`src/rtl/lb_pkg.sv`:
```
package lb_pkg;

  // Frame-start value of a flow's counter: staggered by the anchor index.
  function automatic int unsigned lb_start_val(int unsigned anchor,
                                               int unsigned flow,
                                               int unsigned centres);
    return (anchor + flow) % centres;
  endfunction

  // One round-robin step over the centre elements.
  function automatic int unsigned lb_next_val(int unsigned value,
                                              int unsigned centres);
    return (value + 1 >= centres) ? 0 : value + 1;
  endfunction

  // Width of an index able to hold 0 .. count-1 (at least one bit).
  function automatic int unsigned lb_idx_w(int unsigned count);
    return (count > 1) ? $clog2(count) : 1;
  endfunction

endpackage

```
`src/rtl/lb_flow_ctr.sv`:
```
module lb_flow_ctr
  import lb_pkg::*;
#(
  parameter int unsigned NUM_CENTRE = 8,
  parameter int unsigned CTR_W      = 3,
  parameter logic [CTR_W-1:0] START = '0
)(
  input  logic             clk,
  input  logic             rst,
  input  logic             load,
  input  logic             bump,
  output logic [CTR_W-1:0] value
);

  localparam logic [CTR_W-1:0] START_NEXT =
    CTR_W'(lb_next_val(32'(START), NUM_CENTRE));

  logic [CTR_W-1:0] stepped;
  logic [CTR_W-1:0] value_d;

  assign stepped = CTR_W'(lb_next_val(32'(value), NUM_CENTRE));

  always_comb begin
    value_d = value;
    if (load && bump)      value_d = START_NEXT;
    else if (load)         value_d = START;
    else if (bump)         value_d = stepped;
  end

  always_ff @(posedge clk) begin
    if (rst) value <= START;
    else     value <= value_d;
  end

  // a frame boundary without a cell reloads the staggered start
  p_frame_load_r4: assert property (@(posedge clk) disable iff (rst)
    (load && !bump) |=> (value == START));

  // a tagged cell steps the counter modulo the centre count
  p_step_wrap_r3: assert property (@(posedge clk) disable iff (rst)
    (bump && !load) |=>
      (value == CTR_W'(lb_next_val(32'($past(value)), NUM_CENTRE))));

  // coincident boundary and cell leaves start plus one
  p_coincide_r5: assert property (@(posedge clk) disable iff (rst)
    (load && bump) |=> (value == START_NEXT));

  // an untouched counter keeps its value
  p_hold_r1: assert property (@(posedge clk) disable iff (rst)
    (!load && !bump) |=> $stable(value));

  // reset forces the start value
  p_reset_r6: assert property (@(posedge clk)
    rst |=> (value == START));

endmodule

```
`src/rtl/lb_tag_stage.sv`:
```
module lb_tag_stage #(
  parameter int unsigned FLOW_W = 4,
  parameter int unsigned CTR_W  = 3
)(
  input  logic              clk,
  input  logic              rst,
  input  logic              in_vld,
  input  logic [FLOW_W-1:0] in_flow,
  input  logic [CTR_W-1:0]  in_centre,
  output logic              out_vld,
  output logic [FLOW_W-1:0] out_flow,
  output logic [CTR_W-1:0]  out_centre
);

  always_ff @(posedge clk) begin
    if (rst) out_vld <= 1'b0;
    else     out_vld <= in_vld;
  end

  always_ff @(posedge clk) begin
    if (in_vld) begin
      out_flow   <= in_flow;
      out_centre <= in_centre;
    end
  end

  // nothing is tagged in the cycle after reset
  p_quiet_after_rst_r6: assert property (@(posedge clk)
    rst |=> !out_vld);

endmodule

```
`src/rtl/lb_cell_spreader.sv`:
```
module lb_cell_spreader
  import lb_pkg::*;
#(
  parameter int unsigned ANCHOR_IDX = 0,
  parameter int unsigned NUM_FLOWS  = 16,
  parameter int unsigned NUM_CENTRE = 8,
  localparam int unsigned FLOW_W    = lb_idx_w(NUM_FLOWS),
  localparam int unsigned CTR_W     = lb_idx_w(NUM_CENTRE)
)(
  input  logic              clk,
  input  logic              rst,
  input  logic              frame_start,
  input  logic              cell_vld,
  input  logic [FLOW_W-1:0] cell_flow,
  output logic              tag_vld,
  output logic [FLOW_W-1:0] tag_flow,
  output logic [CTR_W-1:0]  tag_centre
);

  // Named internal events, used by the assertions below.
  logic              frame_hit;
  logic              cell_hit;
  logic              flow_ok;
  logic [CTR_W-1:0]  cur_val;
  logic [CTR_W-1:0]  start_val;
  logic [CTR_W-1:0]  tag_next;
  logic [CTR_W-1:0]  ctr_val [NUM_FLOWS];
  logic [NUM_FLOWS-1:0] bump_vec;

  assign frame_hit = frame_start;
  assign cell_hit  = cell_vld;
  assign flow_ok   = (32'(cell_flow) < NUM_FLOWS);

  for (genvar g = 0; g < NUM_FLOWS; g++) begin : g_flow
    localparam logic [CTR_W-1:0] START_G =
      CTR_W'(lb_start_val(ANCHOR_IDX, g, NUM_CENTRE));

    assign bump_vec[g] = cell_hit && (32'(cell_flow) == g);

    lb_flow_ctr #(
      .NUM_CENTRE (NUM_CENTRE),
      .CTR_W      (CTR_W),
      .START      (START_G)
    ) u_ctr (
      .clk   (clk),
      .rst   (rst),
      .load  (frame_hit),
      .bump  (bump_vec[g]),
      .value (ctr_val[g])
    );
  end

  always_comb begin
    cur_val = '0;
    for (int g = 0; g < NUM_FLOWS; g++) begin
      if (32'(cell_flow) == g) cur_val = ctr_val[g];
    end
  end

  assign start_val = flow_ok ?
    CTR_W'(lb_start_val(ANCHOR_IDX, 32'(cell_flow), NUM_CENTRE)) : '0;
  assign tag_next  = frame_hit ? start_val : cur_val;

  lb_tag_stage #(
    .FLOW_W (FLOW_W),
    .CTR_W  (CTR_W)
  ) u_tag (
    .clk        (clk),
    .rst        (rst),
    .in_vld     (cell_hit),
    .in_flow    (cell_flow),
    .in_centre  (tag_next),
    .out_vld    (tag_vld),
    .out_flow   (tag_flow),
    .out_centre (tag_centre)
  );

  // one-cycle latency, flow id carried with the tag
  p_latency_r2: assert property (@(posedge clk) disable iff (rst)
    cell_hit |=> (tag_vld && tag_flow == $past(cell_flow)));

  // no cell, no tag
  p_idle_r7: assert property (@(posedge clk) disable iff (rst)
    !cell_hit |=> !tag_vld);

  // centre index stays in range
  p_range_r8: assert property (@(posedge clk) disable iff (rst)
    tag_vld |-> (32'(tag_centre) < NUM_CENTRE));

  // a cell at a frame boundary gets its flow's staggered start
  p_boundary_tag_r5: assert property (@(posedge clk) disable iff (rst)
    (cell_hit && frame_hit && flow_ok) |=>
      (32'(tag_centre) ==
       lb_start_val(ANCHOR_IDX, 32'($past(cell_flow)), NUM_CENTRE)));

endmodule

```
`config.mk`:
```
export PLATFORM = sky130hd
export DESIGN_NAME = lb_cell_spreader
export DESIGN_NICKNAME = d
export VERILOG_FILES = /design/src/rtl/lb_pkg.sv /design/src/rtl/lb_flow_ctr.sv /design/src/rtl/lb_tag_stage.sv /design/src/rtl/lb_cell_spreader.sv
export SDC_FILE = /design/constraint.sdc
export NUM_CORES = 1
export LEC_CHECK = 0
export ABC_AREA = 1
export BUFFER_PORTS_ARGS = -buffer_cell sky130_fd_sc_hd__buf_2
export CAP_MARGIN = 10
export CELL_PAD_IN_SITES_DETAIL_PLACEMENT = 0
export CELL_PAD_IN_SITES_GLOBAL_PLACEMENT = 2
export CORE_MARGIN = 2
export CORE_UTILIZATION = 32
export DETAILED_ROUTE_END_ITERATION = 6
export GPL_TIMING_DRIVEN = 0
export HOLD_SLACK_MARGIN = 0.06
export PLACE_DENSITY_LB_ADDON = 0.25
export SETUP_SLACK_MARGIN = 0.02
export SLEW_MARGIN = 30
export SYNTH_ARGS = -nofsm -noshare
export SYNTH_HDL_FRONTEND = slang
export SYNTH_SLANG_ARGS = --single-unit
export TNS_END_PERCENT = 20
```
`constraint.sdc`:
```
create_clock -name clk -period 1.3 [get_ports clk]
set_input_delay 0.065 -clock clk [delete_from_list [all_inputs] [get_ports clk]]
set_output_delay 0.065 -clock clk [all_outputs]
set_load 0.005 [all_outputs]
```
==> flow_summary.toml <==
[clock_tree]
cts_root_buffer = "clkbuf_8"
clockBufferDepth = 2
cts_sinks = 56
cts-hold-fix-buffers = 2
clkTransAtPathRegs_ns = 0.11
cts_buffers = 5
h-tree-depth = 2
clock_latency_ns = 0.32
tritoncts = "built"

[yosys]
yosys-mux-area-fraction = 0
synth.yosys.seq_area_share = 0.380
synth_fa_ha_area_frac = 0.0638
ys_types = 37
synth_area_per_cell_um2 = 7.13
synth_top_cell_area_share = 0.313
synth_top_family_by_area = "simple AND/OR/NAND/NOR gates"
synth_cells = 440
synthFlopType = "dfxtp_1"
synth_edf_count = 7
synth_compound_area_frac = 0.166
yosysWarnings = 0
synth-xor-area-share = 0.0112
synthTopCellsByArea = "dfxtp_1 31%, nand2_1 9.8%, a21oi_1 6.7%"
async_reset_ff_frac = 0
synth-simple-area-share = 0.300
synth_largest_area_cell = "dfxtp_1"
syn-num-nets = 464
ys_ff_latch = 56
synthesis.area_um2 = 3140

[power]
power.density_nw_per_um2 = 951
power_w = 0.00341
worst_ir_drop_vdd_mv = 0.397
total_leakage_power_nw = 1.41

[worst_setup_path]
worstPathArrival_ns = 1.68
critPathKind = "reg -> reg"
cp-end-kind = "flip-flop"
reg2reg_slack_ns = -0.30
crit_path_max_fanout = 3
worstReg2RegStart = "g_flow[3].u_ctr.value[1]"
regToRegEndpoint = "u_tag.out_centre[1]"
startpoint_type = "flip-flop"
critical_path_required_ns = 1.39
r2r_cells = 10

[min_path]
whs_endpoint = "u_tag.out_flow[2]"
hold_path.class = "in -> reg"
hold_path_depth = 1
worstHoldStart = "cell_flow[2]"

[place]
gp_congestion = 0.830
dpl.cell_count = 586
dpl_worst_slack_ns = -0.587
port_buffers = 13
dp_hpwl_um = 6560

[grt]
antenna_found_initial = 0
grt_pass1_wl_um = 14600
grt_pass1_vias = 2833
track_usage = 0.183
grt_max_degree = 19
grt_overflow = 0

[route]
dr.pass1.iters = 5
drc = 0
wl_um = 8860
drt-wirelength-per-cell_um = 14.7
initialDrtViolationCount = 173
num_vias = 2902
routed_via_density = 4.83
ant_nets = 0

[floorplan]
die_h_um = 103
die_x_um = 103
rows = 36
start_util = 0.325
die-area_um2 = 10600
core_area_um2 = 9640
ioPinCount = 16

[timing]
rsz0062_at_grt = "true"
fmax_mhz = 627
hold_ws_ns = 0.0723
setup_violations = 3
hold_viol = 0
drv_slew = 0
fin_skew_ns = 0.00481
fin_ws_ns = -0.295
max_slew_margin = 0.508
fin_crit_sh = 1.23
setup_tns_ns = -0.777
period_minus_slack_ns = 1.60
worstMarginPinSlew_ns = 0.737

[final_layout]
drive_gt1_frac = 0.192
syn_to_final_growth_pct = 14.4
antenna_cells = 0
nFillCells = 1082
final_nets = 491
stdcell_count = 601

[outcome]
outcome = "finished with violations"
violations = "negative setup slack"

[run]
cap_viol_max_count = 0
[through the flow]
| step | cell area [um^2] | util |
|---|---|---|
| 2_1_floorplan | 3140 | - |
| 3_3_place_gp | 3370 | 0.349 |
| 3_5_place_dp | 3370 | 0.349 |
| 4_1_cts | 3540 | 0.368 |
| 5_1_grt | 3590 | 0.372 |
| 6_report | 3590 | 0.372 |
[placed cells by master (no fill, tap or decap), types with 3 or more instances in the layout]
cell / netlist / routed
nand3_1: 41 / 37
dfxtp_1: 49 / 41
edfxtp_1: 7 / 7
nand2_2: 2 / 4
nor2_4: 4 / 4
ha_1: 16 / 16
o21ai_0: 20 / 20
clkbuf_1: 8 / 6
inv_1: 31 / 31
nor3_1: 9 / 9
clkbuf_8: 0 / 5
xor2_1: 3 / 3
a21oi_1: 42 / 42
nand4_1: 10 / 10
buf_4: 0 / 5
dfxtp_2: 0 / 6
inv_2: 21 / 21
nor2_2: 14 / 16
o21ai_1: 9 / 9
nand3_2: 0 / 4
o21a_1: 6 / 6
buf_2: 2 / 15
a211oi_1: 3 / 3
nand2_1: 82 / 80
nor2_1: 41 / 39
[layer usage]
layer,vias to the layer above,part of all wire,wire length [um],GRT usage
li1,1530,-,-,-
met1,1331,0.50,4450,0.255
met2,35,0.46,4060,0.294
met3,6,0.029,254,0.0264
met4,0,0.011,98,0.0506
met5,-,0,0,0
[synth_stat cells (4+ instances only)]
library cell and instances:
nor2_1 41, clkbuf_1 8, inv_1 31, o21ai_0 20, nand4_1 10, o21a_1 6
nor2_2 14, nor2_4 4, nand2_1 82, o21ai_1 9, edfxtp_1 7, a21oi_1 42
inv_2 21, dfxtp_1 49, nand3_1 41, ha_1 16, nor3_1 9
[cells by family after synthesis]
| family | after synthesis |
|---|---|
| AO/OA/AOI/OAI | 92 |
| XOR/XNOR | 4 |
| adder cells (fa/ha/maj) | 16 |
| buffers and inverters | 66 |
| flip-flops | 56 |
| AND/OR/NAND/NOR | 206 |
[worst max-delay path by stage]
stage	cells after the start	from	slack [ns]	end
floorplan	12	g_flow[0].u_ctr.value[2]	0.04	u_tag.out_centre[2]
global placement	5	rst	-0.57	g_flow[13].u_ctr.value[0]
detailed placement	5	rst	-0.59	g_flow[13].u_ctr.value[0]
CTS	10	g_flow[3].u_ctr.value[1]	-0.26	u_tag.out_centre[1]
global route	10	g_flow[3].u_ctr.value[1]	-0.54	u_tag.out_centre[1]
finish	10	g_flow[3].u_ctr.value[1]	-0.30	u_tag.out_centre[1]
[area by class of cell]
class	instances	area [um^2]	share of cell area
multi-input cells	318	1730	0.481
well taps	133	166	0.0464
clock buffers	5	68.8	0.0192
inverters	55	208	0.0579
repair buffers	20	123	0.0342
clock inverters	3	47.5	0.0132
flip-flops and latches	56	1210	0.336
plain buffers	11	45.0	0.0125
[sequential cells by signal, indices dropped and copies added (netlist names)]
signal,cells
g_flow.u_ctr.value,48
u_tag.out_flow,4
u_tag.out_centre,3
u_tag.out_vld,1
[what timing repair did]
action,4_1_cts,5_1_grt
resized for setup,10,11
pin swaps,1,7
endpoints found under the setup margin,22,6
buffers inserted,3,2
endpoints found under the hold margin,2,1
[power breakdown]
part           total, W  internal (W)  switching (W)
Combinational  0.000385      0.000113       0.000273
Clock           0.00122      0.000582       0.000641
Sequential      0.00181       0.00178      0.0000216
Total           0.00341       0.00248       0.000935
[worst max-delay path, cell delays in order (launching register included)]
cell,delay [ns]
dfxtp_4,0.37
nand3_2,0.08
nand4_1,0.11
nor2_1,0.14
nand4_1,0.10
nand2_1,0.10
nand3_2,0.07
nand2_2,0.07
nand4_1,0.13
nor2_2,0.15
nor2_1,0.05
Note: power is estimated with default switching activity, not from simulation.
